File: config.mk
export PLATFORM = sky130hd
export DESIGN_NAME = dual_bank_clkdiv
export DESIGN_NICKNAME = d
export VERILOG_FILES = /design/src/rtl/clkdiv_pkg.sv /design/src/rtl/clkdiv_gate.sv /design/src/rtl/clkdiv_bank.sv /design/src/rtl/dual_bank_clkdiv.sv
export SDC_FILE = /design/constraint.sdc
export NUM_CORES = 1
export LEC_CHECK = 0
export BUFFER_PORTS_ARGS = -buffer_cell sky130_fd_sc_hd__buf_2
export CELL_PAD_IN_SITES_DETAIL_PLACEMENT = 1
export CELL_PAD_IN_SITES_GLOBAL_PLACEMENT = 1
export CORE_MARGIN = 1.5
export CORE_UTILIZATION = 41
export DETAILED_ROUTE_END_ITERATION = 8
export GPL_TIMING_DRIVEN = 0
export PLACE_DENSITY = 0.75
export SYNTH_ARGS = -nofsm -noshare
export SYNTH_HDL_FRONTEND = slang
export SYNTH_HIERARCHICAL = 1
export SYNTH_SLANG_ARGS = --single-unit
export TNS_END_PERCENT = 10
File: constraint.sdc
create_clock -name clk_in -period 2.2 [get_ports clk_in]
set_input_delay 0.66 -clock clk_in [delete_from_list [all_inputs] [get_ports clk_in]]
set_output_delay 0.66 -clock clk_in [all_outputs]
set_load 0.02 [all_outputs]
File: src/rtl/clkdiv_pkg.sv
package clkdiv_pkg;

   localparam int NUM_BANKS = 2;
   localparam int BANK_A    = 0;
   localparam int BANK_B    = 1;

   // larger of two integers
   function automatic int max2(input int x, input int y);
      return (x > y) ? x : y;
   endfunction

   // bits needed to hold the value m
   function automatic int bits_for(input int m);
      return (m < 2) ? 1 : $clog2(m + 1);
   endfunction

   // nonzero when the ratio needs the falling-edge half-cycle path
   function automatic bit is_odd(input int d);
      return (d % 2) == 1;
   endfunction

endpackage

File: src/rtl/clkdiv_gate.sv
module clkdiv_gate #(
   parameter int SYNC_STAGES = 2,
   parameter int N_BANK      = 2
) (
   input  logic              clk,
   input  logic              mrst,
   input  logic              en_n_async,
   input  logic [N_BANK-1:0] bank_idle,
   output logic              go
);

   logic [SYNC_STAGES-1:0] sync_q;
   logic                   run;
   logic                   go_q;

   // synchronizer: resets to "disabled"
   always_ff @(posedge clk or posedge mrst) begin
      if (mrst) begin
         sync_q <= '1;
      end else begin
         sync_q <= {sync_q[SYNC_STAGES-2:0], en_n_async};
      end
   end

   assign run = ~sync_q[SYNC_STAGES-1];

   // a fresh start is granted only when every bank is at rest
   always_ff @(posedge clk or posedge mrst) begin
      if (mrst) begin
         go_q <= 1'b0;
      end else begin
         go_q <= run & (go_q | (&bank_idle));
      end
   end

   assign go = go_q;

endmodule

File: src/rtl/clkdiv_bank.sv
module clkdiv_bank #(
   parameter int DIV_W    = 3,
   parameter bit ODD_PATH = 1'b0
) (
   input  logic             clk,
   input  logic             mrst,
   input  logic             go,
   input  logic [DIV_W-1:0] div,
   output logic             idle,
   output logic             clk_out
);

   localparam logic [DIV_W-1:0] ONE = DIV_W'(1);

   logic             busy_q, busy_d;
   logic             rise_q, rise_d;
   logic [DIV_W-1:0] ph_q, ph_d;
   logic [DIV_W-1:0] div_q, div_d;
   logic             at_end;

   always_comb begin
      at_end = busy_q && (ph_q == (div_q - ONE));
      busy_d = busy_q;
      ph_d   = ph_q + ONE;
      div_d  = div_q;
      if (!busy_q || at_end) begin
         // period boundary: pick up the ratio or come to rest
         ph_d   = '0;
         busy_d = go;
         if (go) begin
            div_d = div;
         end
      end
      rise_d = busy_d && (ph_d < (div_d >> 1));
   end

   always_ff @(posedge clk or posedge mrst) begin
      if (mrst) begin
         busy_q <= 1'b0;
         ph_q   <= '0;
         div_q  <= '0;
         rise_q <= 1'b0;
      end else begin
         busy_q <= busy_d;
         ph_q   <= ph_d;
         div_q  <= div_d;
         rise_q <= rise_d;
      end
   end

   assign idle = ~busy_q;

   generate
      if (ODD_PATH) begin : g_odd
         logic fall_q;
         // half-cycle stretch, active only for an odd ratio
         always_ff @(negedge clk or posedge mrst) begin
            if (mrst) begin
               fall_q <= 1'b0;
            end else begin
               fall_q <= rise_q & div_q[0];
            end
         end
         assign clk_out = rise_q | fall_q;
      end else begin : g_even
         assign clk_out = rise_q;
      end
   endgenerate

endmodule

File: src/rtl/dual_bank_clkdiv.sv
module dual_bank_clkdiv #(
   parameter int N_OUT       = 2,
   parameter int SYNC_STAGES = 2,
   parameter int DIV_A0      = 2,
   parameter int DIV_A1      = 4,
   parameter int DIV_B0      = 4,
   parameter int DIV_B1      = 5,
   parameter int DIV_B2      = 6,
   parameter int DIV_B3      = 5
) (
   input  logic             clk_in,
   input  logic             mrst,
   input  logic             clk_en_n,
   input  logic             sel_a,
   input  logic [1:0]       sel_b,
   output logic [N_OUT-1:0] qa,
   output logic [N_OUT-1:0] qa_n,
   output logic [N_OUT-1:0] qb,
   output logic [N_OUT-1:0] qb_n
);
   import clkdiv_pkg::*;

   localparam int MAX_A = max2(DIV_A0, DIV_A1);
   localparam int MAX_B = max2(max2(DIV_B0, DIV_B1), max2(DIV_B2, DIV_B3));
   localparam int DIV_W = bits_for(max2(MAX_A, MAX_B));
   localparam bit ODD_A = is_odd(DIV_A0) | is_odd(DIV_A1);
   localparam bit ODD_B = is_odd(DIV_B0) | is_odd(DIV_B1) |
                          is_odd(DIV_B2) | is_odd(DIV_B3);

   generate
      if (DIV_A0 < 2 || DIV_A1 < 2 || DIV_B0 < 2 ||
          DIV_B1 < 2 || DIV_B2 < 2 || DIV_B3 < 2) begin : g_bad_div
         $error("dual_bank_clkdiv: every ratio must be at least 2");
      end
      if (SYNC_STAGES < 2) begin : g_bad_sync
         $error("dual_bank_clkdiv: SYNC_STAGES must be at least 2");
      end
      if (N_OUT < 1) begin : g_bad_nout
         $error("dual_bank_clkdiv: N_OUT must be at least 1");
      end
   endgenerate

   logic [DIV_W-1:0]     div_a, div_b;
   logic [NUM_BANKS-1:0] idle_v;
   logic                 go;
   logic                 a_clk, b_clk;

   assign div_a = sel_a ? DIV_W'(DIV_A1) : DIV_W'(DIV_A0);

   always_comb begin
      case (sel_b)
         2'b00:   div_b = DIV_W'(DIV_B0);
         2'b01:   div_b = DIV_W'(DIV_B1);
         2'b10:   div_b = DIV_W'(DIV_B2);
         default: div_b = DIV_W'(DIV_B3);
      endcase
   end

   clkdiv_gate #(
      .SYNC_STAGES (SYNC_STAGES),
      .N_BANK      (NUM_BANKS)
   ) u_gate (
      .clk        (clk_in),
      .mrst       (mrst),
      .en_n_async (clk_en_n),
      .bank_idle  (idle_v),
      .go         (go)
   );

   clkdiv_bank #(
      .DIV_W    (DIV_W),
      .ODD_PATH (ODD_A)
   ) u_bank_a (
      .clk     (clk_in),
      .mrst    (mrst),
      .go      (go),
      .div     (div_a),
      .idle    (idle_v[BANK_A]),
      .clk_out (a_clk)
   );

   clkdiv_bank #(
      .DIV_W    (DIV_W),
      .ODD_PATH (ODD_B)
   ) u_bank_b (
      .clk     (clk_in),
      .mrst    (mrst),
      .go      (go),
      .div     (div_b),
      .idle    (idle_v[BANK_B]),
      .clk_out (b_clk)
   );

   assign qa   = {N_OUT{a_clk}};
   assign qa_n = {N_OUT{~a_clk}};
   assign qb   = {N_OUT{b_clk}};
   assign qb_n = {N_OUT{~b_clk}};

endmodule

== Yosys cells after proc, flatten, opt, wreduce, memory -nomap -nowiden ==
Cells that the tools add are included.

* Input port bits: 6
* Memory bits (writable): 0
* Flip-flop bits (word level): 20
* ROM bits: 0
* Memories: 0
* Bits in latches: 0

* Reductions and logical operators: 12
* $lt $le $gt $ge: 2
* Div/mod/pow operators: 0
* Bitwise logic cells: 9
* Equality and inequality tests: 3
* Muxes and demuxes: 10
* $mul: 0
* $add $sub $neg: 4
* Shift-type cells: 0

{| class="wikitable"
|+ Operators by type and width
! kind !! count
|-
| two-way mux 3 bit || 7
|-
| adder 3 x 1 -> 3 bit (second input constant) || 2
|-
| == test 3 bit || 2
|-
| less-than comparator 3 x 2 -> 1 bit || 2
|-
| AND reduction 2 bit || 3
|-
| subtractor 3 x 1 -> 3 bit (second input constant) || 2
|-
| inverter 1 bit || 5
|-
| logical AND 1 bit || 4
|-
| one-hot mux 2 bit (2 select lines) || 1
|-
| bitwise AND 1 bit || 2
|-
| == test 2 bit (second input constant) || 1
|-
| logical NOT 1 bit || 2
|-
| logical NOT 2 bit || 1
|-
| logical OR 1 bit || 2
|-
| two-way mux 1 bit || 2
|-
| bitwise OR 1 bit || 2
|}

== Logic depth before layout (Yosys ltp) ==
Gate-level depths: netlist of the first run.

* Depth after elaboration: 7
* Depth in mapped cells: 8

== Modules after synthesis ==
Netlist of the first run, hierarchy kept.

{| class="wikitable"
|+ Modules (own cells, without submodules)
! module !! seq. area each (um^2) !! area an instance (um^2) !! instances !! cells an instance
|-
| clkdiv_bank at u_bank_b || 225.2 || 520.5 || 1 || 43
|-
| clkdiv_bank at u_bank_a || 200.2 || 483.0 || 1 || 40
|-
| clkdiv_gate || 77.6 || 90.1 || 1 || 6
|-
| dual_bank_clkdiv || 0.0 || 73.8 || 1 || 13
|}

==> metrics.cfg, run 1 <==
[yosys]
synth_seq_area_share_pct=43.1
synth_top_flop_cell=dfrtp_1
yosysWarnings=6
synth.distinct_cells=28
syn_inst=102
synthArstFlopShare_pct=100
syn_area_um2=1170
synth-edff-count=0
synth_seq_cells=20
synth.avg_cell_area_um2=11.4

[clock_tree]
post_cts_buffers=0
clock_path_buffers=2
htree_levels=1
cts_tree=built
cts.clk_slew.worst_paths_ns=0.11
cts_buffers=3
insertion_delay_ns=0.31
cts_hold_buf=0
cts_sinks=20
cts-root-buf=clkbuf_4

[worst_setup_path]
end_kind=output port
startpoint=u_bank_b/g_odd.fall_q$_DFF_NP0_
cp_common_cell=buf_6
cp_cell_sequence=or2_4 > buf_6 > buf_6
crit_type=reg -> out
crit_required_ns=1.54
slowest_stage=dfrtn_1
r2r-start=u_bank_b/div_q[0]$_DFFE_PP0P_
crit_path_max_incr_delay_ns=0.34
start_kind=flip-flop
cp.arrival_ns=2.23
critPathBufInv=2
path_delay_family=flip-flops
critPathMaxFanout=3

[final_layout]
final_cell_mix=dfrtp_1 (17), inv_1 (15), buf_2 (10)
nets=133
multi_input_area_um2=562
final_common_cell=dfrtp_1
syn_to_final_growth_pct=14.5
drive_gt1_share_pct=31.7
num_antenna_cells=0
seq_area_um2=503
fin_util_pct=48.9
fill_cells=310
design_area_um2=1340

[floorplan]
die_y_um=56.4
dieWidth_um=56.4
start_util_pct=42.7
core_um2=2730
die-area_um2=3180
ioPinCount=14
rows=19

[route]
dr.pass1.iters=4
drtAntennaViolNets=0
drc=0
avgViaCountPerCell=4.85
wirelength_mm=2.06
num_vias=732
drtIter0Drc=8
post_drt_wl_per_cell_um=13.6

[timing]
report.final.slew_viol_count=0
tightest_slew_ns=0.517
fin_tns_setup_ns=-3.15
rsz0062_at_grt=true
fin_ws_ns=-0.692
finClkSkew_ns=0.00938
setup_violations=6
slew_headroom_pct=65.4
hold_violations=0

[place]
place.gp.congestion=0.757
port_buffers=13
dp_slack_ns=-0.396
dp_hpwl_mm=1.67
postPlaceCellArea_um2=1280

[grt]
grt.overflow.total=0
grt_max_degree=12
antenna_found_initial=0
grt_use_total_pct=16.0
grt_pass1_wl_mm=3.79
grt_pass1_vias=847

[outcome]
violations=negative setup slack
outcome=finished with violations

[flow_run]
max_cap_viol_count=0

[hold_path]
min-delay-path-class=in -> async

==> per-layer routing <==
metal	vias to the layer above	global-route usage, %	wire (um)
li1	360	-	-
met1	351	18.1	886
met2	16	29.1	1080
met3	5	1.38	46
met4	0	9.18	50
met5	-	0	0
==> state kept, by name, indices dropped and copies added (netlist names) <==
signal and flops:
u_bank_a/div_q 3, u_bank_a/ph_q 3, u_bank_b/div_q 3, u_bank_b/ph_q 3, u_gate/sync_q 2, u_bank_a/busy_q 1
u_bank_a/clk_out 1, u_bank_b/busy_q 1, u_bank_b/g_odd.fall_q 1, u_bank_b/rise_q 1, u_gate/go 1
==> cell families (layout without fill, tap and decap cells) <==
group	count (synthesis)	after routing	share of synthesized area (%)
compound gates	9	9	11.1
xor+xnor	8	8	8.79
fa+ha+maj	6	6	6.43
buf+inv	23	40	9.32
flops	20	20	43.1
mux	10	10	9.86
other cells	2	3	0.643
simple gates	24	24	10.7
==> Yosys cell counts (3+ instances only) <==
cell type | number | share of area, %
a21oi_1 | 3 | 1.3
buf_4 | 6 | 3.9
dfrtp_1 | 17 | 36
ha_1 | 6 | 6.4
inv_1 | 16 | 5.1
mux2i_1 | 4 | 3.4
nand2_1 | 4 | 1.3
nor2_1 | 7 | 2.3
nor2b_1 | 3 | 1.6
xnor2_1 | 4 | 3.0
==> per-stage QoR <==
stage | std cells | hold WS, ns
floorplan | 103 | 0.345
global placement | 147 | 0.349
detailed placement | 147 | 0.347
CTS | 151 | 0.202
global route | 151 | 0.214
finish | 151 | 0.209
==> path summary, 6_finish.rpt <==
path                       slack, ns                              end  depth (start not counted)
max                            -0.69                            qb[1]                          3
min                             0.21              u_gate/go$_DFF_PP0_                          2
max reg2reg                    -0.21        u_bank_b/rise_q$_DFF_PP0_                          8
min reg2reg                     0.36       u_gate/sync_q[1]$_DFF_PP1_                          0
max in group asynchronous       0.61  u_bank_b/g_odd.fall_q$_DFF_NP0_                          2
min in group clk_in             0.36       u_gate/sync_q[1]$_DFF_PP1_                          0
==> final cells by class <==
type	count	share of cell area, %
Multi-Input combinational cell	60	42.0
Sequential cell	20	37.6
Inverter	16	4.68
Clock buffer	4	1.97
Buffer	7	4.49
Tap cell	31	2.90
Timing Repair Buffer	13	6.27
==> worst register-to-register path, stage by stage, from the launching register on <==
cell       delay [ns]
dfrtp_1          0.45
inv_1            0.08
ha_1             0.18
xor3_2           0.29
o31ai_4          0.40
nand2_2          0.14
mux2i_1          0.15
ha_1             0.33
a2111oi_4        0.29
==> what timing repair did <==
item,in CTS,in global routing
pin swaps,3,2
gates resized for setup,8,0
setup endpoints to repair,6,6
Power of run 1 is not shown: default switching activity piles up to over one toggle a cycle in this logic, so the estimate is an artifact.
==> run 2: changes to the inputs <==
- CTS_CLUSTER_SIZE: unset -> 30
- PLACE_DENSITY: 0.75 -> 0.73
==> run 2 against run 1 <==
  * The flow still finishes with violations (negative setup slack)
  * Via count grew 0.27%
  * Worst setup slack gained 0.013 ns
  * Global-route usage shrank 1.3 points
  * Sequential cell count is the same
  * Wire length shrank 5.8%
  * Final area is the same
  * Die area is the same
  * Highest routed layer unchanged
  * Final cell count is the same
  * Clock-buffer cell count is the same
  * Register-to-register slack gained 0.02 ns
  * Hold slack gained 0.0071 ns
==> metrics.cfg, run 2 (synthesis gave the netlist of run 1 again) <==
[timing]
tightest_slew_ns=0.524
hold_violations=0
fin_ws_ns=-0.679
rsz0062_at_grt=true
finClkSkew_ns=0.00808
slew_headroom_pct=65.0
hold-worst-slack_ns=0.216
report.final.slew_viol_count=0
setup_violations=6

[final_layout]
final_cell_mix=dfrtp_1 (17), inv_1 (15), buf_2 (10)
seq_area_um2=503
drive_gt1_share_pct=31.7
design_area_um2=1340
syn_to_final_growth_pct=14.5
nets=133
fill_cells=301
num_antenna_cells=0
final_common_cell=dfrtp_1
multi_input_area_um2=562

[clock_tree]
insertion_delay_ns=0.30
cts-root-buf=clkbuf_4
cts.clk_slew.worst_paths_ns=0.11
cts_buffers=3
cts_hold_buf=0
htree_levels=1
clock_path_buffers=2
cts_tree=built
cts_sinks=20

[worst_setup_path]
end_kind=output port
cp.arrival_ns=2.22
start_kind=flip-flop
crit_type=reg -> out
crit_required_ns=1.54
critPathMaxFanout=3

[route]
dr.pass1.iters=4
num_vias=734
drc=0
wirelength_mm=1.94
post_drt_wl_per_cell_um=12.8
drtAntennaViolNets=0
avgViaCountPerCell=4.86
drtIter0Drc=8

[grt]
grt_max_degree=12
grt_use_total_pct=14.6
antenna_found_initial=0
grt.overflow.total=0
grt_pass1_vias=816
grt_pass1_wl_mm=3.54

[place]
postPlaceCellArea_um2=1280
port_buffers=13
dp_hpwl_mm=1.61
place.gp.congestion=0.748

[floorplan]
core_um2=2730
start_util_pct=42.7
die_y_um=56.4
die-area_um2=3180
ioPinCount=14
dieWidth_um=56.4
rows=19

[hold_path]
min-delay-path-class=in -> async

[outcome]
violations=negative setup slack
outcome=finished with violations

[flow_run]
max_cap_viol_count=0

-- run 2: cell counts in the layout (fill, tap and decap cells not counted) --
No cell type changed its count.
-- run 2: repair_timing --
item / 4_1_cts / 5_1_grt
endpoints found under the setup margin: 6 / 6
setup buffers: 0 / 0
pin swaps: 2 / 2
resized for setup: 8 / 0
-- run 2: final cells by class --
class / count / share of cell area, %
inverters: 16 / 4.68
plain buffers: 7 / 4.49
multi-input cells: 60 / 42.0
well taps: 31 / 2.90
clock buffers: 4 / 1.97
repair buffers: 13 / 6.27
flip-flops and latches: 20 / 37.6
-- run 2: through the flow --
step	setup TNS (ns)	setup slack, ns	std cells	utilization [%]
final	-3.06	-0.679	151	48.9
after global routing	-3.53	-0.728	151	48.9
after CTS	-3.26	-0.716	151	48.9
after detailed placement	-1.83	-0.386	147	47.0
after global placement	-1.74	-0.379	147	47.0
after floorplan	-1.01	-0.305	103	-
-- run 2: critical path, stage by stage (launching register included) --
cell,delay [ns]
dfrtn_1,0.33
or2_4,0.25
inv_4,0.06
buf_6,0.08
buf_6,0.10
-- run 2: final timing paths --
kind,startpoint,end,slack [ns],cells past startpoint
min,mrst,u_gate/go$_DFF_PP0_,0.22,2
max,u_bank_b/g_odd.fall_q$_DFF_NP0_,qb_n[1],-0.68,4
min reg2reg,u_gate/sync_q[0]$_DFF_PP1_,u_gate/sync_q[1]$_DFF_PP1_,0.36,0
max in group asynchronous,mrst,u_bank_b/g_odd.fall_q$_DFF_NP0_,0.61,2
max reg2reg,u_bank_a/div_q[0]$_DFFE_PP0P_,u_bank_a/clk_out$_DFF_PP0_,-0.19,8
min in group clk_in,u_gate/sync_q[0]$_DFF_PP1_,u_gate/sync_q[1]$_DFF_PP1_,0.36,0
-- run 2: layer usage --
metal	vias up	track usage (%)	wire length, um
met3	4	2.76	64
met5	-	0	0
li1	362	-	-
met2	16	23.5	907
met1	352	19.0	929
met4	0	7.14	38
Power of run 2 is left out for the same reason.
